## config.mk

```make
export PLATFORM = sky130hd
export DESIGN_NAME = spd_wp_ctrl
export DESIGN_NICKNAME = d
export VERILOG_FILES = /design/src/rtl/spd_wp_pkg.sv /design/src/rtl/spd_addr_dec.sv /design/src/rtl/spd_wp_lock.sv /design/src/rtl/spd_busy_timer.sv /design/src/rtl/spd_wp_ctrl.sv
export SDC_FILE = /design/constraint.sdc
export NUM_CORES = 1
export LEC_CHECK = 0
export BUFFER_PORTS_ARGS = -buffer_cell sky130_fd_sc_hd__clkbuf_2
export CORE_ASPECT_RATIO = 0.75
export CORE_MARGIN = 8
export CORE_UTILIZATION = 37
export CTS_BUF_LIST = sky130_fd_sc_hd__clkbuf_4
export DETAILED_ROUTE_END_ITERATION = 7
export PLACE_DENSITY = 0.71
export RECOVER_POWER = 25
export SETUP_SLACK_MARGIN = 0.05
export SKIP_CTS_REPAIR_TIMING = 1
export SLEW_MARGIN = 25
export SYNTH_ARGS = -nofsm -noshare
export SYNTH_HDL_FRONTEND = slang
export SYNTH_SLANG_ARGS = --single-unit
```

## constraint.sdc

```tcl
create_clock -name clk -period 1.4 [get_ports clk]
set_input_delay 0.28 -clock clk [delete_from_list [all_inputs] [get_ports clk]]
set_output_delay 0.28 -clock clk [all_outputs]
set_load 0.05 [all_outputs]
```

## src/rtl/spd_wp_pkg.sv

```systemverilog
package spd_wp_pkg;
    localparam logic [3:0] DT_ARRAY = 4'b1010;
    localparam logic [3:0] DT_PROT  = 4'b0110;

    localparam logic [7:0] CMD_LOCK_SOFT = 8'h01;
    localparam logic [7:0] CMD_LOCK_HARD = 8'h02;
    localparam logic [7:0] CMD_UNLOCK    = 8'h03;

    typedef enum logic [2:0] {
        ST_IDLE,
        ST_ARR_PTR,
        ST_ARR_DATA,
        ST_PROT_CMD,
        ST_SINK,
        ST_BUSY
    } wp_state_e;
endpackage

```

## src/rtl/spd_addr_dec.sv

```systemverilog
module spd_addr_dec
    import spd_wp_pkg::*;
(
    input  logic [7:0] addr_byte,
    input  logic [2:0] dev_sel,
    output logic       hit_arr,
    output logic       hit_prot,
    output logic       rd
);
    logic pins_ok;

    always_comb begin
        pins_ok  = (addr_byte[3:1] == dev_sel);
        hit_arr  = pins_ok && (addr_byte[7:4] == DT_ARRAY);
        hit_prot = pins_ok && (addr_byte[7:4] == DT_PROT);
        rd       = addr_byte[0];
    end
endmodule

```

## src/rtl/spd_wp_lock.sv

```systemverilog
module spd_wp_lock (
    input  logic clk,
    input  logic rst_n,
    input  logic set_soft,
    input  logic set_hard,
    input  logic clr,
    output logic locked,
    output logic permanent
);
    always_ff @(posedge clk) begin
        if (!rst_n) begin
            locked    <= 1'b0;
            permanent <= 1'b0;
        end else if (!permanent) begin
            if (set_hard) begin
                locked    <= 1'b1;
                permanent <= 1'b1;
            end else if (set_soft) begin
                locked <= 1'b1;
            end else if (clr) begin
                locked <= 1'b0;
            end
        end
    end

    AST_PERM_STICKY: assert property (@(posedge clk) disable iff (!rst_n)
        permanent |=> (permanent && locked));
    AST_CLEAR_TAKES: assert property (@(posedge clk) disable iff (!rst_n)
        (clr && !set_soft && !set_hard && !permanent) |=> !locked);
endmodule

```

## src/rtl/spd_busy_timer.sv

```systemverilog
module spd_busy_timer #(
    parameter int BUSY_CYC = 20
) (
    input  logic clk,
    input  logic rst_n,
    input  logic start,
    output logic done
);
    localparam int CNT_W = $clog2(BUSY_CYC + 1);

    logic [CNT_W-1:0] cnt_q;

    always_ff @(posedge clk) begin
        if (!rst_n)
            cnt_q <= '0;
        else if (start)
            cnt_q <= CNT_W'(BUSY_CYC);
        else if (cnt_q != '0)
            cnt_q <= cnt_q - 1'b1;
    end

    always_comb done = (cnt_q == CNT_W'(1));

    AST_CNT_RANGE: assert property (@(posedge clk) disable iff (!rst_n)
        cnt_q <= CNT_W'(BUSY_CYC));
    AST_START_FREE: assert property (@(posedge clk) disable iff (!rst_n)
        start |-> (cnt_q == '0));
endmodule

```

## src/rtl/spd_wp_ctrl.sv

```systemverilog
module spd_wp_ctrl
    import spd_wp_pkg::*;
#(
    parameter int ADDR_W   = 8,
    parameter int DATA_W   = 8,
    parameter int BUSY_CYC = 20
) (
    input  logic              clk,
    input  logic              rst_n,
    input  logic [2:0]        dev_sel,
    input  logic              addr_valid,
    input  logic [7:0]        addr_byte,
    input  logic              ptr_valid,
    input  logic [ADDR_W-1:0] ptr_byte,
    input  logic              data_valid,
    input  logic [DATA_W-1:0] data_byte,
    input  logic              stop,
    output logic              ack_strobe,
    output logic              ack,
    output logic              mem_we,
    output logic [ADDR_W-1:0] mem_addr,
    output logic [DATA_W-1:0] mem_wdata,
    output logic              wp_locked,
    output logic              wp_permanent,
    output logic              busy
);
    localparam int PROT_BIT = ADDR_W - 1;

    wp_state_e         st_q, st_n;
    logic [ADDR_W-1:0] ptr_q, ptr_n;
    logic              wrote_q, wrote_n;
    logic              hit_arr, hit_prot, rd;
    logic              t_start, t_done;
    logic              c_soft, c_hard, c_clr;
    logic              a_v, a_k, we_n;
    logic              any_byte;

    spd_addr_dec u_dec (
        .addr_byte (addr_byte),
        .dev_sel   (dev_sel),
        .hit_arr   (hit_arr),
        .hit_prot  (hit_prot),
        .rd        (rd)
    );

    spd_wp_lock u_lock (
        .clk       (clk),
        .rst_n     (rst_n),
        .set_soft  (c_soft),
        .set_hard  (c_hard),
        .clr       (c_clr),
        .locked    (wp_locked),
        .permanent (wp_permanent)
    );

    spd_busy_timer #(.BUSY_CYC(BUSY_CYC)) u_tmr (
        .clk   (clk),
        .rst_n (rst_n),
        .start (t_start),
        .done  (t_done)
    );

    always_comb any_byte = addr_valid || ptr_valid || data_valid;

    always_comb begin
        st_n    = st_q;
        ptr_n   = ptr_q;
        wrote_n = wrote_q;
        a_v     = 1'b0;
        a_k     = 1'b0;
        we_n    = 1'b0;
        c_soft  = 1'b0;
        c_hard  = 1'b0;
        c_clr   = 1'b0;
        t_start = 1'b0;
        if (st_q == ST_BUSY) begin
            a_v = any_byte;
            if (t_done)
                st_n = ST_IDLE;
        end else if (stop) begin
            wrote_n = 1'b0;
            if (wrote_q) begin
                st_n    = ST_BUSY;
                t_start = 1'b1;
            end else begin
                st_n = ST_IDLE;
            end
        end else if (addr_valid) begin
            a_v = 1'b1;
            if (hit_arr) begin
                a_k  = 1'b1;
                st_n = rd ? ST_SINK : ST_ARR_PTR;
            end else if (hit_prot && !wp_permanent) begin
                a_k  = 1'b1;
                st_n = rd ? ST_SINK : ST_PROT_CMD;
            end else begin
                st_n = ST_SINK;
            end
        end else if (ptr_valid || data_valid) begin
            a_v = 1'b1;
            unique case (st_q)
                ST_ARR_PTR: begin
                    if (ptr_valid) begin
                        a_k   = 1'b1;
                        ptr_n = ptr_byte;
                        st_n  = ST_ARR_DATA;
                    end
                end
                ST_ARR_DATA: begin
                    if (data_valid) begin
                        a_k   = !(wp_locked && !ptr_q[PROT_BIT]);
                        we_n  = a_k;
                        ptr_n = ptr_q + 1'b1;
                        if (a_k)
                            wrote_n = 1'b1;
                    end
                end
                ST_PROT_CMD: begin
                    if (ptr_valid) begin
                        st_n = ST_SINK;
                        unique case (8'(ptr_byte))
                            CMD_LOCK_SOFT: c_soft = 1'b1;
                            CMD_LOCK_HARD: c_hard = 1'b1;
                            CMD_UNLOCK:    c_clr  = 1'b1;
                            default:       ;
                        endcase
                        a_k = c_soft || c_hard || c_clr;
                        if (a_k)
                            wrote_n = 1'b1;
                    end
                end
                default: ;
            endcase
        end
    end

    always_ff @(posedge clk) begin
        if (!rst_n) begin
            st_q    <= ST_IDLE;
            ptr_q   <= '0;
            wrote_q <= 1'b0;
        end else begin
            st_q    <= st_n;
            ptr_q   <= ptr_n;
            wrote_q <= wrote_n;
        end
    end

    always_ff @(posedge clk) begin
        if (!rst_n) begin
            ack_strobe <= 1'b0;
            ack        <= 1'b0;
            mem_we     <= 1'b0;
            mem_addr   <= '0;
            mem_wdata  <= '0;
        end else begin
            ack_strobe <= a_v;
            ack        <= a_k;
            mem_we     <= we_n;
            mem_addr   <= ptr_q;
            mem_wdata  <= data_byte;
        end
    end

    always_comb busy = (st_q == ST_BUSY);

    AST_BUSY_NACK: assert property (@(posedge clk) disable iff (!rst_n)
        (busy && any_byte) |=> (ack_strobe && !ack));
    AST_LOW_HALF_GUARD: assert property (@(posedge clk) disable iff (!rst_n)
        (mem_we && !mem_addr[PROT_BIT]) |-> !wp_locked);
    AST_WE_ACKED: assert property (@(posedge clk) disable iff (!rst_n)
        mem_we |-> (ack_strobe && ack));
    AST_PIN_MISMATCH: assert property (@(posedge clk) disable iff (!rst_n)
        (addr_valid && addr_byte[3:1] != dev_sel) |=> !ack);
    AST_PERM_REFUSE: assert property (@(posedge clk) disable iff (!rst_n)
        (addr_valid && addr_byte[7:4] == DT_PROT && wp_permanent) |=> !ack);
endmodule

```

# Word-level counts from Yosys, hierarchy flattened
# Cells that the tools add are included.
# classes
div	0
n_eq_ne	21
n_mux	85
n_shift	0
n_addsub	2
mul	0
order_cmp	0
n_reduce_logical	27
bitwise	7
# ops
op	count
$mux 1	65
$mux 3	12
$eq 8x2->1 const B	2
$mux 8	2
$pmux 8 s2	1
$ne 3x3->1 const B	4
$mux 5	2
$ne 5x5->1 const B	2
$reduce_bool 5->1	2
$add 8x1->8 const B	1
$eq 8x1->1 const B	1
$reduce_and 8->1	1
$not 1->1	7
$reduce_and 7->1	1
$eq 3x2->1 const B	2
$pmux 3 s2	1
$reduce_bool 2->1	3
$reduce_bool 3->1	2
$reduce_or 6->1	1
$eq 5x1->1 const B	1
$logic_or 1x1->1	5
$reduce_and 5->1	1
$sub 5x1->5 const B	1
$eq 4x3->1 const B	1
other kinds (14)	21
# totals
mem_count	0
ff_bits	38
latch_bits	0
ramBits	0
input_bits	33
word_cells	154
romBits	0
out_inout_bits	22

# Longest topological paths before layout
# Gate-level depths: netlist (run 1).
# logic_depth
depth_word	17
depth_mapped	6
depth_no_buf	5

# Hierarchy
# Synthesis (run 1) repeated with hierarchy kept, for this count alone.
# unflattened
hier_cells	213
hier_area_um2	1896.8
# by_module_without_submodules
module	n_inst	cells_per_inst	area_per_inst_um2	seq_area_each_um2
spd_wp_ctrl	1	169	1488.9	620.6
spd_busy_timer	1	27	265.3	100.1
spd_wp_lock	1	9	81.3	40.0
spd_addr_dec	1	8	61.3	0.0

# Least setup slack after synthesis (run 1)
# Ideal clock, no wire load.
# synth_path
path_type	register to register
start	reg st_q[1]
end	reg st_q[2]
n_path_buf	1
setup_ps	117
arrival_time_ps	1553
path_stages_with_launch	7
period_less_slack_ps	1670
slack_ps	-270
required_time_ps	1283
path_cell_list	dfxtp_1 buf_2 nand3b_1 inv_1 a31oi_1 o21a_1 a22o_1
# synth_between
word_cells_on_any_way	14
cone_classes	eq/ne: 6; mux: 5; reduce/logical: 3
# synth_rtl
item	line_no	source
start, declared	spd_wp_ctrl.sv:29	wp_state_e st_q, st_n;
start signal, assigned	spd_wp_ctrl.sv:143	st_q <= st_n;
$eq 3x3->1 *	-	
net busy	spd_wp_ctrl.sv:25	output logic busy
$ne 5x5->1 (no line) (tied with other cells)	-	
$reduce_and 5->1 (no line)	-	
# The timed path passes the listed nets; every way through them passes the cells marked *. The select of a mux whose other input is x is not followed.
# A chain may end at the register's enable or synchronous reset.

# Final worst setup path (run 1)
# layout_path
start	reg st_q[1]
end	out busy
# layout_between
elab_chain_cells	1
# layout_rtl
item	line_no	source
$eq 3x3->1	spd_wp_ctrl.sv:165	always_comb busy = (st_q == ST_BUSY);
end, declared	spd_wp_ctrl.sv:25	
# No other way between the ends.

==> results of run 1 <==
area by class of cell:
cell class	instances	area [µm²]	share of cell area, %
repair buffers	86	551	21.6
multi-input cells	154	1070	42.1
clock inverters	2	8.76	0.343
inverters	7	30.0	1.18
flip-flops and latches	38	768	30.1
well taps	60	75.1	2.94
clock buffers	6	45.0	1.77
how the worst min path moves through the flow:
stage | cells after the start | to
after detailed placement | 1 | u_lock.locked
after global routing | 2 | mem_wdata[4]
after CTS | 2 | mem_wdata[1]
after global placement | 1 | u_lock.locked
final | 2 | mem_wdata[1]
after floorplan | 1 | mem_wdata[0]
metrics by stage:
step	power (mW)	hold WS, ns
4_1_cts	2.48	0.119
2_1_floorplan	1.74	0.407
6_report	2.54	0.132
5_1_grt	2.71	0.121
3_3_place_gp	1.91	0.456
3_5_place_dp	1.93	0.460
flip-flops by register name (all words and copies together) (netlist names):
name	count
ptr_q	8
u_lock.permanent	1
u_lock.locked	1
mem_we	1
mem_addr	8
ack	1
u_tmr.cnt_q	5
wrote_q	1
st_q	3
mem_wdata	8
ack_strobe	1
critical path, cell delays in order, from the launching register on:
cell and delay, ns:
dfxtp_4 0.39, buf_6 0.12, nand3b_1 0.16, clkinvlp_4 0.12, buf_6 0.12, buf_12 0.13
placed cells by master (no fill, tap or decap), drive strengths merged, types with 2 or more instances in the layout:
cell type,count
nand3,7
nand2b,4
a311oi,2
o31a,2
buf,33
a32o,2
clkbuf,59
inv,6
a31oi,2
o21ai,10
clkinv,2
a22o,2
and2,16
a21oi,8
nand4,2
a21o,2
nor2b,2
nor3b,4
nand3b,4
nor3,10
ha,4
xnor2,4
o311a,3
and4b,3
nor2,16
nor4,3
dfxtp,38
o21a,3
nand2,19
o22ai,3
o211ai,2
metal layers:
layer | vias up | track usage, %
met2 | 77 | 19.9
met3 | 4 | 5.08
met5 | - | 0
met1 | 836 | 15.0
met4 | 0 | 4.96
li1 | 921 | -
Yosys cell counts (2+ instances only):
library cell  instances
nor3b_1               4
nor2b_1               2
a22o_1                2
a32o_1                2
nand2_1              19
nor3_1               10
buf_6                 2
o31a_1                2
inv_1                 7
nor4_1                2
o311a_1               3
nor2_1               15
and4b_1               3
o21ai_0              10
a31oi_1               2
o211ai_1              2
o21a_1                3
xnor2_1               4
nand3_1               7
and2_1               16
a21oi_1               8
clkbuf_1              4
o22ai_1               3
ha_1                  4
buf_2                 3
nand3b_1              2
a21o_1                2
dfxtp_1              38
nand2b_1              4
nand4_1               2
cells by family (layout without fill, tap and decap cells):
| logic type | after synthesis | in the layout | share of synthesized area, % |
|---|---|---|---|
| adders and majority gates | 4 | 4 | 2.68 |
| and+or+nand+nor | 95 | 95 | 29.0 |
| buffers and inverters | 18 | 101 | 4.83 |
| muxes | 1 | 1 | 0.536 |
| DFF | 38 | 38 | 40.8 |
| xor gates and xnor gates | 5 | 5 | 2.35 |
| AOI/OAI and AO/OA | 49 | 49 | 19.8 |
power groups by stage:
stage	Sequential (mW)	Combinational, mW	Clock (mW)
final	1.26	0.735	0.552
after global routing	1.27	0.823	0.619
after CTS	1.25	0.659	0.577
after detailed placement	1.27	0.657	0
after global placement	1.27	0.645	0
after floorplan	1.30	0.437	0
==> qor.yml, run 1 <==
outcome: "finished, violations left"
failed_checks: "setup timing"
path_class: "reg -> out"
reg2reg_slack_ns: -0.12
initial_utilization_pct: 38.3
antennaDiodeCount: 0
worstSetupStartpointType: "flip-flop"
rows: 22
dpl_worst_slack_ns: -0.162
fin_area_um2: 2550
tightest_slew_ns: 0.938
setup_ws_ns: -0.266
cts.htree.levels: 2
yosysUniqueCellTypes: 53
crit_required_ns: 1.12
grt_pass1_wl_um: 7940
dp_hpwl_um: 3710
ys_ff_latch: 38
worstSetupEndpointType: "output pin"
die_area_um2: 7600
ios: 55
dr_total_vias: 1838
fin_crit_ns: 1.67
tns_ns: -1.34
areaGrowthSynthToFinish_pct: 36.6
min_period_over_period_pct: 119
pwr-share-seq_pct: 49.4
synth_fp_nets: 247
nets: 329
worstSetupEndpoint: "busy"
synth_top_cells_by_area: "dfxtp_1 (41%), and2_1 (5.4%), nand2_1 (3.8%), nor2_1 (3.0%), ha_1 (2.7%)"
highest_layer: "met4"
hold_viol_final: 0
viasPerCell: 5.21
synthDominantCellAreaShare_pct: 40.8
placed_cells: 339
stdcell_count: 353
grt-ovfl-total: 0
yosysTopAreaCell: "dfxtp_1"
leakage_nw: 1.14
powerDensity_nw_per_um2: 997
hold_class: "in -> reg"
switching_share_pct: 33.0
syn_inst: 210
wl_per_cell_um: 14.2
internal_power_mw: 1.70
cts_sinks: 38
die_y_um: 77.5
ys.flop_type: "dfxtp_1"
dr_wl_met2_um: 2300
peakVddDrop_v: 0.000500
synth.avg_cell_area_um2: 8.89
max_freq_mhz: 600
die_w_um: 98.0
cts_tree: "built"
drv_slew: 0
remaining_drc_errors: 0
dr_wl_met3_um: 480
antenna_found_initial: 0
rr_startpoint: "st_q[1]"
r2r_cells: 7
synth_area_um2: 1870
synth_edf_count: 0
fillers: 460
yosysWarnings: 0
fin_skew_ns: 0.0115
async_reset_ff_share_pct: 0
p_switching_mw: 0.840
slew_headroom_pct: 37.4
dpl-instance-area_um2: 2360
grt_max_degree: 24
clk_latency_ns: 0.34
drt-initial-drc-count: 64
postRouteWirelength_um: 5020
cts.clk_slew.worst_paths_ns: 0.11
setup_viol: 12
final_antenna_net_count: 0
firstDrtPassIters: 5
r2r_end: "st_q[1]"
worstPathArrival_ns: 1.39
met1Wirelength_um: 2190
rsz0062_at_grt: "yes"
worstPathMaxFanout: 5
grt_pass1_vias: 1742
utilization_pct: 52.3
cts-root-buf: "clkbuf_4"
numCtsBuffers: 5
drive_gt1_share_pct: 38.6
maxCapViolations: 0
seq_area_frac_synth_pct: 40.8
io_buffers: 54
critPathLaunch: "st_q[1]"
cts_buffer_depth: 2
finalWeightedCongestion: 0.884
core_um2: 4870
hp-start: "data_byte[1]"
clkPwrFrac_pct: 21.7
p_comb_share_pct: 28.9
grt_usage_pct: 12.6
Power figures use the tool's default switching activity.
==> inputs of run 2 (changes only) <==
--- a/config.mk
+++ b/config.mk
@@ -6,15 +6,18 @@
 export NUM_CORES = 1
 export LEC_CHECK = 0
 export BUFFER_PORTS_ARGS = -buffer_cell sky130_fd_sc_hd__clkbuf_2
+export CELL_PAD_IN_SITES_DETAIL_PLACEMENT = 1
+export CELL_PAD_IN_SITES_GLOBAL_PLACEMENT = 1
 export CORE_ASPECT_RATIO = 0.75
 export CORE_MARGIN = 8
-export CORE_UTILIZATION = 37
+export CORE_UTILIZATION = 35
 export CTS_BUF_LIST = sky130_fd_sc_hd__clkbuf_4
 export DETAILED_ROUTE_END_ITERATION = 7
-export PLACE_DENSITY = 0.71
+export PLACE_DENSITY = 0.85
 export RECOVER_POWER = 25
 export SETUP_SLACK_MARGIN = 0.05
 export SKIP_CTS_REPAIR_TIMING = 1
+export SKIP_LAST_GASP = 1
 export SLEW_MARGIN = 25
 export SYNTH_ARGS = -nofsm -noshare
 export SYNTH_HDL_FRONTEND = slang
==> run 2 against run 1 <==
  * The flow still finishes with violations (setup timing)
  * Fmax is 2.4% lower
  * Critical path depth stayed put
  * Sequential cell count stayed put
  * Power is 8.7% higher
  * Combinational power is 2.7% higher
  * First-iteration DRC count is 3.1% lower
  * Die area is 4.6% higher
  * Clock power is 36% higher
==> qor.yml, run 2 (synthesis gave the netlist of run 1 again) <==
grt_usage_pct: 15.1
antennaDiodeCount: 0
cts-root-buf: "clkbuf_4"
met1_usage_pct: 18.2
utilization_pct: 50.7
nets: 332
maxCapViolations: 0
grt_pass1_wl_um: 9740
cts.clk_slew.worst_paths_ns: 0.13
leakage_nw: 1.19
antenna_found_initial: 0
stdcell_count: 371
cp_cell_sequence: "buf_6 -> nand3b_1 -> clkinvlp_4 -> buf_6 -> buf_12"
core_um2: 5240
reg_top3: "mem_addr x8, mem_wdata x8, ptr_q x8"
die_w_um: 100
fin_crit_ns: 1.71
rsz0062_at_grt: "yes"
outcome: "finished, violations left"
finalWeightedCongestion: 0.870
ios: 55
rows: 23
worstSetupEndpointType: "output pin"
cts_sinks: 38
path_common_cell: "buf_6"
tightest_slew_ns: 1.15
firstDrtPassIters: 4
grt_pass1_vias: 2029
viasPerCell: 5.14
max_freq_mhz: 586
use_met3_pct: 5.50
grt-ovfl-total: 0
cts_buffer_depth: 2
hold_viol_final: 0
dp_hpwl_um: 4510
dpl_worst_slack_ns: -0.224
mostFrequentLayoutCells: "clkbuf_2 (50), dfxtp_1 (34), buf_4 (25)"
cts_tree: "built"
placed_cells: 355
die_area_um2: 7950
grtUsageMet2_pct: 24.6
areaGrowthSynthToFinish_pct: 42.4
remaining_drc_errors: 0
worstSetupStartpointType: "flip-flop"
numCtsBuffers: 5
io_buffers: 54
powerDensity_nw_per_um2: 1040
rr_startpoint: "st_q[2]"
die_y_um: 79.3
drive_gt1_share_pct: 42.2
cp_slowest_cell: "dfxtp_2"
fin_skew_ns: 0.0161
crit_required_ns: 1.12
top_usage_layer: "met2"
initial_utilization_pct: 35.6
setup_viol: 14
worstPathArrival_ns: 1.43
slew_headroom_pct: 23.4
dr_total_vias: 1906
postRouteWirelength_um: 6280
hold_class: "in -> reg"
grt_max_degree: 24
cts.htree.levels: 2
setup_ws_ns: -0.308
clk_latency_ns: 0.36
drv_slew: 0
min_period_over_period_pct: 122
drt-initial-drc-count: 62
path_class: "reg -> out"
fillers: 648
max_stage_delay_ns: 0.38
failed_checks: "setup timing"
wl_per_cell_um: 16.9
final_antenna_net_count: 0
layout_commonest_cell: "clkbuf_2"
hp-start: "data_byte[3]"
critPathLaunch: "st_q[1]"
peakVddDrop_v: 0.000468
worstPathMaxFanout: 7
==> run 2: cell types whose count changed in the layout (fill, tap and decap cells not counted), moves of 3 or more <==
cell / before / now
nand2_1: 18 / 14
and2_0: 7 / 3
o21ai_2: 0 / 4
and2_1: 9 / 13
buf_6: 7 / 10
o21ai_0: 9 / 5
==> run 2: path summary, 6_finish.rpt <==
check / end / slack (ns) / depth (start not counted)
hold reg to reg: u_lock.locked / 0.49 / 1
setup reg to reg: ptr_q[7] / -0.22 / 6
hold / removal: mem_wdata[3] / 0.11 / 2
setup / recovery: busy / -0.31 / 5
==> run 2: cell type report <==
cell class | count | area, µm² | share of cell area [%]
clock buffer | 5 | 37.5 | 1.41
clock inverter | 3 | 40.0 | 1.51
inverter | 7 | 30.0 | 1.13
multi-input combinational | 154 | 1100 | 41.6
sequential | 38 | 766 | 28.8
tap | 75 | 93.8 | 3.53
timing repair buffer | 89 | 586 | 22.0
==> run 2: worst max-delay path, delay by kind of cell (launching register included) <==
| family | cells | cell delay, ns |
|---|---|---|
| flops | 1 | 0.38 |
| simple gates | 1 | 0.17 |
| buf+inv | 4 | 0.52 |
==> run 2: power breakdown <==
part	total [mW]	internal, mW	leakage (nW)	switching (mW)
Combinational	0.755	0.321	0.830	0.434
Sequential	1.26	1.17	0.312	0.0843
Clock	0.753	0.370	0.0450	0.383
==> run 2: routing by layer <==
metal	share of wire [%]	vias to the layer above
met5	0	-
met4	1.1	0
met3	6.0	8
met2	49	48
met1	44	928
li1	-	922
==> run 2: stage by stage <==
| stage | area, µm² | TNS (ns) | power (mW) | hold slack, ns |
|---|---|---|---|---|
| finish | 2660 | -2.34 | 2.76 | 0.113 |
| global route | 2660 | -3.54 | 2.95 | 0.105 |
| CTS | 2470 | -1.94 | 2.72 | 0.105 |
| detailed placement | 2390 | -1.53 | 1.97 | 0.468 |
| global placement | 2390 | -0.662 | 1.92 | 0.456 |
| floorplan | 1890 | -0.491 | 1.74 | 0.407 |
